**src/rtl/brc_pkg.sv**
```systemverilog
// Package: layout constants and reset values of the bridge control bank.
// Assumes 32-bit words and a bank of 28 words at consecutive word offsets.
package brc_pkg;

    localparam int WORD_BYTES = 4;
    localparam int NUM_WORDS  = 28;
    localparam int WIN_BYTES  = NUM_WORDS * WORD_BYTES;

    // Word indexes with special behaviour
    localparam int IDX_GEN    = 1;
    localparam int IDX_EN_SET = 12;
    localparam int IDX_EN_CLR = 13;
    localparam int IDX_EN     = 14;
    localparam int IDX_STAT   = 15;

    typedef enum logic [1:0] {
        WK_STORE = 2'd0,
        WK_SET   = 2'd1,
        WK_CLR   = 2'd2,
        WK_RO    = 2'd3
    } word_kind_e;

    // Kind of a word index: plain storage, alias, or read-only
    function automatic word_kind_e word_kind(input int idx);
        if (idx == IDX_EN_SET)                  return WK_SET;
        else if (idx == IDX_EN_CLR)             return WK_CLR;
        else if (idx == IDX_EN || idx == IDX_STAT) return WK_RO;
        else                                    return WK_STORE;
    endfunction

    // Reset value of a word index
    function automatic logic [31:0] reset_word(input int idx);
        case (idx)
            0:       return 32'h0000_0C40;
            1:       return 32'h0000_1384;
            2:       return 32'h2BFF_8010;
            3:       return 32'h255E_0091;
            4:       return 32'h0000_6140;
            7:       return 32'h0000_01FF;
            8:       return 32'h0000_01FF;
            26:      return 32'h0000_0008;
            27:      return 32'h1000_0000;
            default: return 32'h0000_0000;
        endcase
    endfunction

endpackage

```
**src/rtl/brc_decode.sv**
```systemverilog
// Address decoder: turns a byte address into a word index and a hit flag.
// Assumes ADDR_W is wide enough to hold the window size; misaligned
// addresses and addresses at or beyond the window do not hit.
module brc_decode #(
    parameter int ADDR_W    = 8,
    parameter int NUM_WORDS = brc_pkg::NUM_WORDS,
    localparam int IDX_W    = $clog2(NUM_WORDS)
) (
    input  logic [ADDR_W-1:0] addr,
    output logic              hit,
    output logic [IDX_W-1:0]  idx
);
    localparam logic [ADDR_W-1:0] WIN_LIM = ADDR_W'(NUM_WORDS * brc_pkg::WORD_BYTES);

    // Decode alignment and range of the access
    always_comb begin
        hit = (addr[1:0] == 2'b00) && (addr < WIN_LIM);
        idx = addr[IDX_W+1:2];
    end
endmodule

```
**src/rtl/brc_word_bank.sv**
```systemverilog
// Word bank: one register per word index, written whole when selected.
// Assumes the read-only indexes are supplied elsewhere; they read as zero here.
module brc_word_bank #(
    parameter int DATA_W    = 32,
    parameter int NUM_WORDS = brc_pkg::NUM_WORDS,
    localparam int IDX_W    = $clog2(NUM_WORDS)
) (
    input  logic                              clk,
    input  logic                              rst_n,
    input  logic                              wr_en,
    input  logic [IDX_W-1:0]                  wr_idx,
    input  logic [DATA_W-1:0]                 wr_data,
    output logic [NUM_WORDS-1:0][DATA_W-1:0]  words
);
    for (genvar g = 0; g < NUM_WORDS; g++) begin : g_word
        if (brc_pkg::word_kind(g) == brc_pkg::WK_RO) begin : g_ro
            assign words[g] = '0;
        end else begin : g_rw
            localparam logic [DATA_W-1:0] RST_VAL = DATA_W'(brc_pkg::reset_word(g));
            // Hold the word, load it on a selected write
            always_ff @(posedge clk) begin
                if (!rst_n)
                    words[g] <= RST_VAL;
                else if (wr_en && (wr_idx == IDX_W'(g)))
                    words[g] <= wr_data;
            end
        end
    end
endmodule

```
**src/rtl/brc_irq_enable.sv**
```systemverilog
// Interrupt enable word: bits raised by the set alias, lowered by the clear alias.
// Assumes at most one of set_we and clr_we is high in a cycle.
module brc_irq_enable #(
    parameter int DATA_W = 32
) (
    input  logic              clk,
    input  logic              rst_n,
    input  logic              set_we,
    input  logic              clr_we,
    input  logic [DATA_W-1:0] wdata,
    output logic [DATA_W-1:0] en_q
);
    // Update the enable bits from the alias writes
    always_ff @(posedge clk) begin
        if (!rst_n)
            en_q <= '0;
        else if (set_we)
            en_q <= en_q | wdata;
        else if (clr_we)
            en_q <= en_q & ~wdata;
    end
endmodule

```
**src/rtl/brc_reset_pulse.sv**
```systemverilog
// Reset request generator: one-cycle pulse when a general-config write
// raises the trigger bit. Assumes old_bit is the stored bit before the write.
module brc_reset_pulse (
    input  logic clk,
    input  logic rst_n,
    input  logic gen_we,
    input  logic old_bit,
    input  logic new_bit,
    output logic rst_req
);
    // Register the rising-trigger condition for one cycle
    always_ff @(posedge clk) begin
        if (!rst_n)
            rst_req <= 1'b0;
        else
            rst_req <= gen_we && !old_bit && new_bit;
    end
endmodule

```
**src/rtl/bridge_ctrl_regs.sv**
```systemverilog
// Top: host bridge control register bank on a simple word bus.
// Reads are combinational; writes take effect at the clock edge.
// Assumes one access per cycle and full-word accesses only.
module bridge_ctrl_regs #(
    parameter int ADDR_W  = 8,
    parameter int DATA_W  = 32,
    parameter int RST_BIT = 2
) (
    input  logic              clk,
    input  logic              rst_n,
    input  logic [ADDR_W-1:0] bus_addr,
    input  logic              bus_we,
    input  logic [DATA_W-1:0] bus_wdata,
    output logic [DATA_W-1:0] bus_rdata,
    output logic              rst_req
);
    import brc_pkg::*;

    localparam int IDX_W = $clog2(NUM_WORDS);
    localparam logic [IDX_W-1:0] I_GEN  = IDX_W'(IDX_GEN);
    localparam logic [IDX_W-1:0] I_SET  = IDX_W'(IDX_EN_SET);
    localparam logic [IDX_W-1:0] I_CLR  = IDX_W'(IDX_EN_CLR);
    localparam logic [IDX_W-1:0] I_EN   = IDX_W'(IDX_EN);

    logic                             hit;
    logic [IDX_W-1:0]                 idx;
    logic                             wr_hit;
    logic [NUM_WORDS-1:0][DATA_W-1:0] words;
    logic [DATA_W-1:0]                en_q;
    logic                             gen_rst_bit;

    brc_decode #(.ADDR_W(ADDR_W), .NUM_WORDS(NUM_WORDS)) u_dec (
        .addr (bus_addr),
        .hit  (hit),
        .idx  (idx)
    );

    assign wr_hit      = bus_we && hit;
    assign gen_rst_bit = words[IDX_GEN][RST_BIT];

    brc_word_bank #(.DATA_W(DATA_W), .NUM_WORDS(NUM_WORDS)) u_bank (
        .clk     (clk),
        .rst_n   (rst_n),
        .wr_en   (wr_hit),
        .wr_idx  (idx),
        .wr_data (bus_wdata),
        .words   (words)
    );

    brc_irq_enable #(.DATA_W(DATA_W)) u_en (
        .clk    (clk),
        .rst_n  (rst_n),
        .set_we (wr_hit && (idx == I_SET)),
        .clr_we (wr_hit && (idx == I_CLR)),
        .wdata  (bus_wdata),
        .en_q   (en_q)
    );

    brc_reset_pulse u_rst (
        .clk     (clk),
        .rst_n   (rst_n),
        .gen_we  (wr_hit && (idx == I_GEN)),
        .old_bit (gen_rst_bit),
        .new_bit (bus_wdata[RST_BIT]),
        .rst_req (rst_req)
    );

    // Select the read word; undecoded accesses return zero
    always_comb begin
        bus_rdata = '0;
        if (hit) begin
            if (idx == I_EN)
                bus_rdata = en_q;
            else
                bus_rdata = words[idx];
        end
    end
endmodule

```
**config.mk**
```make
export PLATFORM = sky130hd
export DESIGN_NAME = bridge_ctrl_regs
export DESIGN_NICKNAME = d
export VERILOG_FILES = /design/src/rtl/brc_pkg.sv /design/src/rtl/brc_decode.sv /design/src/rtl/brc_word_bank.sv /design/src/rtl/brc_irq_enable.sv /design/src/rtl/brc_reset_pulse.sv /design/src/rtl/bridge_ctrl_regs.sv
export SDC_FILE = /design/constraint.sdc
export NUM_CORES = 2
export LEC_CHECK = 0
export CAP_MARGIN = 20
export CORE_ASPECT_RATIO = 0.8
export CORE_UTILIZATION = 60
export CTS_CLUSTER_DIAMETER = 30
export DETAILED_ROUTE_END_ITERATION = 6
export PLACE_DENSITY = 0.83
export SYNTH_ARGS = -nofsm -noshare
export SYNTH_HDL_FRONTEND = slang
export SYNTH_SLANG_ARGS = --single-unit
```
**constraint.sdc**
```tcl
create_clock -name clk -period 3.2 [get_ports clk]
set_input_delay 0.48 -clock clk [delete_from_list [all_inputs] [get_ports clk]]
set_output_delay 0.48 -clock clk [all_outputs]
set_load 0.05 [all_outputs]
```
==> flow_metrics.env <==
export IMPL_rsz0062_at_grt="no"
export IMPL_place_port_buffers=75
export IMPL_synth_area_mux_share_pct=11.52
export IMPL_detail_route_wl_per_cell_um=24.22
export IMPL_hold_path_cell_count=2
export IMPL_holdPathEnd="u_bank.words[68]"
export IMPL_post_cts_setup_buffers=0
export IMPL_die_area_mm2=0.06699
export IMPL_first_global_vias=35250
export IMPL_setup_slack_ps=5.038
export IMPL_synth_top_area_cell="dfxtp_1"
export IMPL_yosys_area_share_xor_xnor_pct=0
export IMPL_cts_max_path_buffers=3
export IMPL_die_width_um=289.1
export IMPL_avgViaCountPerCell=6.611
export IMPL_worstSetupEndpointType="output port"
export IMPL_floorplan_rows=83
export IMPL_synth_enable_flop_cells=0
export IMPL_finalWorstPathRequiredPeriod_ps=3195
export IMPL_synth_main_ff_cell="dfxtp_1"
export IMPL_grt_pass1_wl_mm=202.9
export IMPL_async_flop_share_pct=0
export IMPL_fin_setup_tns_ps=0
export IMPL_r2r_depth=2
export IMPL_area_sequential_mm2=0.01732
export IMPL_finalCritPeriodShare_pct=99.84
export IMPL_mappedNetlistArea_mm2=0.03957
export IMPL_final_layout_size_suffix_gt1_share_pct=16.59
export IMPL_path_clk_slew_ps=50
export IMPL_hold_path_startpoint="rst_n"
export IMPL_synth_simple_area_share_pct=20.01
export IMPL_worst_skew_late_latency_ps=730
export IMPL_grt_antenna_before_repair=6
export IMPL_reg_to_reg_critical_path_endpoint="u_bank.words[260]"
export IMPL_numClockSinks=865
export IMPL_drt_pass1_iterations=7
export IMPL_cts_buffers_inserted=145
export IMPL_design_final_nets=4553
export IMPL_fp_coreArea_mm2=0.06470
export IMPL_seq_area_frac_synth_pct=43.76
export IMPL_hold_buffers=0
export IMPL_multi_input_area_mm2=0.02025
export IMPL_setup_violations_final=0
export IMPL_critical_path_type="in -> out"
export IMPL_worst_path_max_fanout=57
export IMPL_synth_top_family_by_area="simple AND/OR/NAND/NOR gates"
export IMPL_synth_compound_area_share_pct=19.14
export IMPL_via_count=36250
export IMPL_die_height_um=231.7
export IMPL_ys_warnings_count=0
export IMPL_detailed_place_hpwl_mm=77.78
export IMPL_postSynthCellCount=4541
export IMPL_area_fraction_of_the_dominant_cell_type_after_synthesis_pct=43.76
export IMPL_p_per_area_mw_per_mm2=601.9
export IMPL_mappedNetlistNets=4584
export IMPL_ir_drop_uv=414.8
export IMPL_num_io_pins=76
export IMPL_reg2reg_slack_ps=2430
export IMPL_grt_start_max_net_pins=169
export IMPL_failing_checks="design-rule violations"
export IMPL_min_path_type="in -> reg"
export IMPL_tightestPinTransition_ps=915.6
export IMPL_syn_avg_cell_area_um2=8.714
export IMPL_areaGrowthSynthToFinish_pct=19.41
export IMPL_grt_util_all_layers_pct=39.36
export IMPL_run_status="finished, violations left"
export IMPL_ctsHtreeMaxLevel=4
export IMPL_cap_viol_max_count=0
export IMPL_final_hold_viol_count=0
export IMPL_final_common_cell="nand2_1"
export IMPL_setup_worst_path_start_class="primary input"
export IMPL_cp_data_arrival_time_ps=2710
export IMPL_maxClockFrequency_ghz=0.3130
export IMPL_layout_common_cells="1,582 x nand2_1, 865 x dfxtp_1, 586 x a21boi_0"
export IMPL_gp_congestion=0.9351
export IMPL_drtAntennaViolNets=0
export IMPL_synthAdderAreaFrac_pct=0
export IMPL_clock_skew_final_ps=0.1424
export IMPL_flip_flop_and_latch_count_after_synthesis=865
export IMPL_post_synth_num_cell_types=57
export IMPL_route_detailed_drc=11
export IMPL_whs_ps=116.6
export IMPL_timing_critical_path_required_ps=2720
export IMPL_r2r_start="u_bank.words[260]"
export IMPL_cts_root_buffer="clkbuf_16"
export IMPL_power_static_leakage_nw=16.63
export IMPL_totalWireLength_mm=132.8
export IMPL_fill_cells=4125
export IMPL_remaining_global_route_overflow=0
export IMPL_max_slew_margin_rel_pct=38.77
export IMPL_timing_final_max_slew_violations=0
export IMPL_drt_initial_drc_count=5994
export IMPL_yosys_top_cells_area="dfxtp_1 44%, nand2_1 15%, a21boi_0 11%"
export IMPL_initial_utilization_pct=61.16
export IMPL_tritoncts="yes"
export IMPL_dpl_worst_slack_ps=-95.07
-- cells in the mapped netlist (all sizes together), types with 2 or more instances --
cell	number
nand2	1612
dfxtp	865
a21boi	805
clkbuf	332
mux4	161
buf	144
mux2i	91
and3	71
o21ai	60
o22ai	60
o211ai	57
nand3	54
nand4b	33
a21oi	31
a31oi	31
inv	31
nand4	31
nor3	21
nor2	5
or3	4
or4	4
a31o	3
and4b	3
nor4	3
and2	2
and4bb	2
mux2	2
nand2b	2
nand4bb	2
nor2b	2
nor4b	2
o311ai	2
or4b	2
-- worst max path at each step --
stage	cells past startpoint	from	slack, ps	endpoint
floorplan	7	bus_addr[2]	200	bus_rdata[29]
global placement	8	bus_addr[1]	-80	bus_rdata[14]
detailed placement	7	bus_addr[1]	-100	bus_rdata[12]
CTS	7	bus_addr[2]	20	bus_rdata[17]
global route	8	bus_addr[6]	10	bus_rdata[13]
finish	8	bus_addr[6]	5	bus_rdata[13]
-- worst max-delay path, cell delays in order --
cell and delay [ps]:
buf_2 170, buf_12 300, nand4bb_2 230, buf_4 300, o22ai_1 110, o21ai_0 440
nand4_1 370, buf_12 260
-- cell type report --
type / count / share of cell area (%)
Clock inverter: 84 / 2.187
Timing Repair Buffer: 298 / 7.036
Multi-Input combinational cell: 3168 / 42.86
Tap cell: 850 / 2.251
Sequential cell: 865 / 36.65
Inverter: 32 / 0.2542
Clock buffer: 183 / 8.744
Antenna cell: 3 / 0.01589
-- flip-flops by register name (all words and copies together) (netlist names), named ones only --
signal	cells
u_rst.rst_req	1
u_bank.words	832
-- metal layers --
layer / vias to the layer above / wire, um / track usage [%]
met5: - / 25 / 0
met4: 4 / 6468 / 20.81
met3: 595 / 19580 / 14.07
met2: 2801 / 57670 / 58.02
met1: 17430 / 49050 / 50.47
li1: 15420 / - / -
-- where the power goes --
| group | switching [mW] | internal (mW) | leakage (nW) |
|---|---|---|---|
| combinational | 0.818 | 0.504 | 7.20 |
| clock | 5.68 | 10.6 | 2.47 |
| sequential | 0.00766 | 10.8 | 6.97 |
| total | 6.50 | 21.9 | 16.6 |
-- what timing repair did --
item / CTS / global route
setup endpoints to repair: 17 / 16
pin swaps: 4 / 4
resized for setup: 11 / 12
-- kinds of logic after synthesis --
kind of cell | count (synthesis)
multiplexers | 254
AND/OR/NAND/NOR | 1861
flip-flops | 865
AO/OA/AOI/OAI | 1053
buffers and inverters | 508
-- stage by stage --
stage	util (%)	power, mW	instance area (um2)	cells
after floorplan	-	11.81	39570	4541
after global placement	64.96	12.28	42030	5213
after detailed placement	64.96	12.28	42030	5213
after CTS	72.97	28.36	47210	5480
after global routing	73.03	28.94	47250	5483
final	73.03	28.44	47250	5483
Note: power is estimated with default switching activity, not from simulation.
